File: src/rtl/dmp_pkg.sv
package dmp_pkg;
  // State of the four/five core: a two-flop ring plus one delay flop.
  typedef struct packed {
    logic ring_a;
    logic ring_b;
    logic dly;
  } core_state_t;

  localparam int DMP_RST_STAGES_DEF = 2;
endpackage

File: src/rtl/dmp_rst_sync.sv
module dmp_rst_sync #(
  parameter int STAGES = 2
) (
  input  logic clk,
  input  logic rst_n_async,
  output logic rst_n_sync
);
  localparam int LAST = STAGES - 1;

  logic [LAST:0] shreg;
  logic [LAST:0] shreg_nxt;

  // Shift a one in from the low end.
  always_comb begin
    shreg_nxt = {shreg[LAST-1:0], 1'b1};
  end

  always_ff @(posedge clk or negedge rst_n_async) begin
    if (!rst_n_async) begin
      shreg <= '0;
    end else begin
      shreg <= shreg_nxt;
    end
  end

  assign rst_n_sync = shreg[LAST];
endmodule

File: src/rtl/dmp_core45.sv
module dmp_core45
  import dmp_pkg::*;
(
  input  logic clk,
  input  logic rst_n,
  input  logic ext5,       // 1: stretch this core cycle to five input cycles
  output logic core_rise   // the core output rises at the next edge
);
  core_state_t cur;
  core_state_t nxt;

  // Ring feedback, with the delayed term ORed in when stretching is allowed.
  always_comb begin
    nxt.ring_a = ~(cur.ring_b | (ext5 & cur.dly));
    nxt.ring_b = cur.ring_a;
    nxt.dly    = cur.ring_b;
  end

  always_ff @(posedge clk or negedge rst_n) begin
    if (!rst_n) begin
      cur <= '0;
    end else begin
      cur <= nxt;
    end
  end

  assign core_rise = cur.ring_a & ~cur.ring_b;


  // only 000,100,110,011,001 may be visited
  legal_state_chk: assert property (@(posedge clk) disable iff (!rst_n)
    (cur != 3'b010) && (cur != 3'b101) && (cur != 3'b111));


  high_pulse_width_chk: assert property (@(posedge clk) disable iff (!rst_n)
    $rose(cur.ring_b) |=> cur.ring_b);


  low_pulse_width_chk: assert property (@(posedge clk) disable iff (!rst_n)
    $fell(cur.ring_b) |=> !cur.ring_b);
endmodule

File: src/rtl/dmp_half.sv
module dmp_half (
  input  logic clk,
  input  logic rst_n,
  input  logic adv_en,
  output logic q
);
  logic q_nxt;

  always_comb begin
    q_nxt = adv_en ? ~q : q;
  end

  always_ff @(posedge clk or negedge rst_n) begin
    if (!rst_n) begin
      q <= 1'b0;
    end else begin
      q <= q_nxt;
    end
  end
endmodule

File: src/rtl/dual_mod_prescaler.sv
module dual_mod_prescaler
  import dmp_pkg::*;
#(
  parameter int RST_STAGES = DMP_RST_STAGES_DEF
) (
  input  logic clk_in,
  input  logic rst_n,
  input  logic div8_sel,
  output logic clk_out
);
  logic rst_int_n;
  logic core_rise;
  logic half_q;
  logic mode8_q;
  logic mode8_nxt;
  logic cap_en;
  logic stretch;

  dmp_rst_sync #(.STAGES(RST_STAGES)) u_rst (
    .clk         (clk_in),
    .rst_n_async (rst_n),
    .rst_n_sync  (rst_int_n)
  );

  dmp_core45 u_core (
    .clk       (clk_in),
    .rst_n     (rst_int_n),
    .ext5      (stretch),
    .core_rise (core_rise)
  );

  dmp_half u_half (
    .clk    (clk_in),
    .rst_n  (rst_int_n),
    .adv_en (core_rise),
    .q      (half_q)
  );

  // Capture the select pin on the edge that raises the output.
  always_comb begin
    cap_en    = core_rise & ~half_q;
    mode8_nxt = cap_en ? div8_sel : mode8_q;
    stretch   = ~mode8_q & ~half_q;
  end

  always_ff @(posedge clk_in or negedge rst_int_n) begin
    if (!rst_int_n) begin
      mode8_q <= 1'b1;
    end else begin
      mode8_q <= mode8_nxt;
    end
  end

  assign clk_out = half_q;


  out_step_chk: assert property (@(posedge clk_in) disable iff (!rst_int_n)
    !$stable(clk_out) |-> $past(core_rise));


  mode_hold_chk: assert property (@(posedge clk_in) disable iff (!rst_int_n)
    !$rose(clk_out) |-> $stable(mode8_q));
endmodule

File: config.mk
export PLATFORM = sky130hd
export DESIGN_NAME = dual_mod_prescaler
export DESIGN_NICKNAME = d
export VERILOG_FILES = /design/src/rtl/dmp_pkg.sv /design/src/rtl/dmp_rst_sync.sv /design/src/rtl/dmp_core45.sv /design/src/rtl/dmp_half.sv /design/src/rtl/dual_mod_prescaler.sv
export SDC_FILE = /design/constraint.sdc
export NUM_CORES = 1
export LEC_CHECK = 0
export ABC_AREA = 1
export CAP_MARGIN = 20
export CORE_AREA = 5 5 42 44
export CTS_CLUSTER_SIZE = 30
export DETAILED_ROUTE_END_ITERATION = 10
export DIE_AREA = 0 0 47 49
export SLEW_MARGIN = 15
export SYNTH_ARGS = -nofsm -noshare
export SYNTH_HDL_FRONTEND = slang
export SYNTH_SLANG_ARGS = --single-unit
File: constraint.sdc
create_clock -name clk_in -period 0.8 [get_ports clk_in]
set_input_delay 0.12 -clock clk_in [delete_from_list [all_inputs] [get_ports clk_in]]
set_output_delay 0.12 -clock clk_in [all_outputs]
set_load 0.02 [all_outputs]
### After elaboration in Yosys (flattened, before gate mapping)

Index checks and enable logic that the tools add are counted.

| storage, ports and cells | value |
|---|---|
| bits in registers | 7 |
| bits in latches | 0 |
| memory bits (writable) | 0 |
| bits in read-only memories | 0 |
| input port bits | 3 |
| logic and storage cells | 15 |
| memories | 0 |

| operators by class | value |
|---|---|
| $add $sub $neg | 0 |
| $mul | 0 |
| div/mod/pow operators | 0 |
| magnitude comparators | 0 |
| equal/unequal tests | 0 |
| shift operators | 0 |
| mux-type cells | 0 |
| bitwise gates (word level) | 9 |
| reduce and logical (&&, ||, !) cells | 0 |

Operator list:

| kind | count |
|---|---|
| AND 1 bit | 4 |
| inverter 1 bit | 4 |
| bitwise OR 1 bit | 1 |

### Depth between registers and ports, before layout

| logic depth | value |
|---|---|
| word-level depth | 5 |
| gate-level depth with buffers | 4 |
| mapped depth without buffers | 4 |

### Cells and area by module

A second synthesis with hierarchy kept.

| second synthesis, totals | value |
|---|---|
| cells, all modules | 22 |
| area total of the unflattened synthesis | 239.0 µm² |

By module, submodules not included:

| module | instances | cells an instance | area each (µm²) |
|---|---|---|---|
| dmp_core45 | 1 | 6 | 91.3 |
| dmp_rst_sync | 1 | 3 | 53.8 |
| dual_mod_prescaler | 1 | 7 | 50.0 |
| dmp_half | 1 | 6 | 43.8 |

### Least setup slack after synthesis

No wires, ideal clock.

| path | value |
|---|---|
| kind | register to register |
| start | reg u_half.q |
| end | reg mode8_q |
| arrival time | 0.708 ns |
| data required time | 0.724 ns |
| slack | 0.016 ns |
| stages on the path, launching flop included | 5 |
| path buffers | 0 |
| period minus slack after synthesis | 0.784 ns |
| cells stage by stage | dfrtp_1 -> inv_2 -> nand3_2 -> nand2_1 -> nand2_1 |

| between the ends | value |
|---|---|
| longest elaborated chain between the ends | 2 |

Ends and longest elaborated chain:

| element | RTL line | source |
|---|---|---|
| from (decl) | dmp_half.sv:5 | `output logic q` |
| from (signal assigned) | dmp_half.sv:17 | `q <= q_nxt;` |
| inverter 1 bit | dual_mod_prescaler.sv:41 | `cap_en = core_rise & ~half_q;` |
| AND 1 bit | dual_mod_prescaler.sv:41 |  |
| to (signal assigned) | dual_mod_prescaler.sv:50 | `mode8_q <= mode8_nxt;` |
| to (decl) | dual_mod_prescaler.sv:14 | `logic mode8_q;` |

No other way between the ends.
A chain may end at the register's enable or synchronous reset.

### Final worst setup path

| path | value |
|---|---|
| start | reg u_half.q |
| end | out clk_out |

RTL lines:

| element | RTL line | source |
|---|---|---|
| to (decl) | dual_mod_prescaler.sv:9 | `output logic clk_out` |

No word-level cell between the ends.

==> run_results.csv <==
group,metric,value,unit
outcome,status,"complete, but fails checks",
outcome,violations,"setup timing",
clock_network,cts_tree,"done",
final_layout,num_antenna_cells,0,
worst_setup_path,cp.buffers_inverters,1,
clock_network,cts_setup_buffers,0,
global_route,grt_remaining_overflow,0,
logic_synthesis,syn-num-nets,22,
worst_setup_path,max_stage_delay,0.39,ns
worst_setup_path,crit_path_top_delay_cell,"dfrtp_1",
timing,finalCriticalPeriod,0.888,ns
clock_network,clkSlewWorstSetupHoldPaths,0.05,ns
global_route,grt_max_degree,6,
logic_synthesis,netlist_instances,19,
clock_network,postCtsHoldBufs,0,
timing,fin_crit_sh,111,%
worst_setup_path,critPathMaxFanout,2,
timing,rsz0062_at_grt,"yes",
floorplanning,dieWidth,47,um
floorplanning,io_pins,4,
clock_network,clock_latency,0.24,ns
floorplanning,row_count,14,
pwr,switching_share,31.0,%
timing,fmax,1130,MHz
logic_synthesis,yosysUniqueCellTypes,10,
worst_setup_path,critPathCaptureType,"primary output",
clock_network,cts_sinks,7,
worst_setup_path,worstSetupPathType,"flop to primary output",
logic_synthesis,yosysTopAreaCell,"dfrtp_1",
pwr,p_int,0.867,mW
floorplanning,dieArea,2300,sq um
final_layout,area_growth,38.9,%
logic_synthesis,syn-cell-area,231,sq um
logic_synthesis,synth.most_common_cell,"dfrtp_1",
global_route,antenna_found_initial,0,
drt,firstDrtPassIters,4,
global_route,grtUsageTotal,4.19,%
floorplanning,initial_core_util,16.5,%
logic_synthesis,synthFlopType,"dfrtp_1",
logic_synthesis,synth-seq-area-share,76.2,%
logic_synthesis,async_reset_ff_share,100,%
timing,finalClockSkew,0.00130,ns
final_layout,fill_cells,157,
pwr,pwr_density_cell,3910,nW/um^2
placement,dpl.hpwl,265,um
worst_setup_path,required,0.68,ns
clock_network,clockBufferDepth,2,
pwr,p_total,1.26,mW
logic_synthesis,yosysWarningCount,0,
floorplanning,die_y,49,um
placement,io_buffers,3,
min_path,hold_class,"primary input to async pin",
pwr,comb_power_share,28.5,%
pwr,power_frac_clock,23.9,%
global_route,grt_pass1_wl,572,um
final_layout,layout-drive-gt1-share,37.0,%
drt,vias,148,
final_layout,layout.nets,31,
worst_setup_path,start_kind,"flop",
pwr,ir_worst_vdd,0.00130,V
placement,place_ws,-0.269,ns
logic_synthesis,synth_seq_cells,7,
logic_synthesis,avgSynthCellArea,12.2,sq um
timing,worst_slack,-0.0880,ns
pwr,leakage,0.151,nW
pwr,power_switching,0.390,mW
drt,drc_errors,0,
drt,drtIter0Drc,2,
worst_setup_path,crit_arrival,0.77,ns
global_route,grt_pass1_vias,146,
worst_setup_path,critPathTopFamily,"flip-flops",
drt,wl_per_cell,7.42,um
timing,finalSetupViolCount,3,
worst_setup_path,crit_path_cell_trace,"buf_6",
clock_network,h-tree-depth,1,
drt,via_per_inst,3.44,
clock_network,cts_root_buffer,"clkbuf_4",
placement,place.gp.congestion,0.661,
timing,drv_slew,0,
logic_synthesis,yosys.area.top_type_share,64.9,%
drt,drtAntennaViolNets,0,
logic_synthesis,synth_edf_count,0,
logic_synthesis,synth_area_leaders,"dfrtp_1 (65%), dfstp_2 (11%), nand2_1 (8.1%)",
flow_run,cap_violations,0,
floorplanning,core_area,1400,sq um
timing,hold_viol_final,0,
logic_synthesis,synth_commonest_cells,"dfrtp_1 (6), nand2_1 (5)",
pwr,seqPwrFrac,47.6,%
clock_network,cts_made_buffers,3,
drt,wirelength,319,um
==> per-layer routing <==
metal | share of wire, % | vias to the layer above | track usage (%)
met1 | 40 | 69 | 3.62
met4 | 5.3 | 0 | 6.91
met2 | 47 | 4 | 4.98
li1 | - | 73 | -
met3 | 6.9 | 2 | 2.21
met5 | 0 | - | 0
==> cell type report <==
class / count / area (sq um) / share of cell area [%]
Multi-Input combinational cell: 10 / 52.6 / 16.3
Inverter: 2 / 7.51 / 2.33
Sequential cell: 7 / 176 / 54.9
Clock buffer: 4 / 26.3 / 8.17
Timing Repair Buffer: 4 / 38.8 / 12.1
Tap cell: 16 / 20.0 / 6.23
==> stage by stage <==
stage               setup TNS, ns  cell area (sq um)  cells  hold slack (ns)  utilization (%)
floorplan                       0                231     19           -0.176                -
global placement           -0.269                289     39           0.0771             20.6
detailed placement         -0.310                289     39           0.0752             20.6
CTS                        -0.218                319     43           0.0239             22.8
global route               -0.357                322     43           0.0177             22.9
finish                     -0.150                322     43           0.0340             22.9
==> power groups by stage <==
stage / clock network [mW] / registers [mW] / logic (mW)
final: 0.301 / 0.598 / 0.358
after floorplan: 0 / 0.625 / 0.154
after detailed placement: 0 / 0.599 / 0.332
after global placement: 0 / 0.594 / 0.323
after global routing: 0.349 / 0.613 / 0.404
after CTS: 0.326 / 0.604 / 0.351
==> logic make-up after synthesis <==
family / share of synthesized area, %
AND/OR/NAND/NOR: 16.8
flip-flops: 76.2
buffers and inverters: 3.24
AO/OA/AOI/OAI: 2.16
other: 1.62
==> registers in the layout, indices dropped and copies added (netlist names) <==
signal,flops
u_core.cur,3
u_rst.shreg,2
mode8_q,1
u_half.q,1
==> final timing paths <==
kind / cells after the start / endpoint / from / slack, ns
max in group asynchronous: 0 / mode8_q / u_rst.shreg[1] / 0.49
max reg2reg: 5 / mode8_q / u_half.q / -0.05
min in group clk_in: 0 / u_rst.shreg[1] / u_rst.shreg[0] / 0.35
min: 1 / u_rst.shreg[0] / rst_n / 0.03
min reg2reg: 0 / u_half.q / u_rst.shreg[1] / 0.07
max: 1 / clk_out / u_half.q / -0.09
==> timing repair <==
action,4_1_cts,5_1_grt
pin swaps,1,0
gates resized for setup,7,1
setup endpoints to repair,4,4
endpoints found under the hold margin,0,0
==> layout by cell type (no fill, tap or decap) <==
cell / Yosys / final
dfrtp_1: 6 / 6
nand2_1: 5 / 4
clkbuf_4: 0 / 3
clkdlybuf4s50_1: 0 / 2
nor2_2: 0 / 1
a21oi_1: 1 / 1
inv_1: 1 / 1
inv_2: 1 / 1
nand3_2: 1 / 1
nand2_2: 0 / 1
nand4_1: 1 / 1
clkbuf_1: 0 / 1
dfstp_2: 1 / 1
buf_6: 0 / 1
buf_4: 0 / 1
conb_1: 1 / 1
Power figures use the tool's default switching activity.
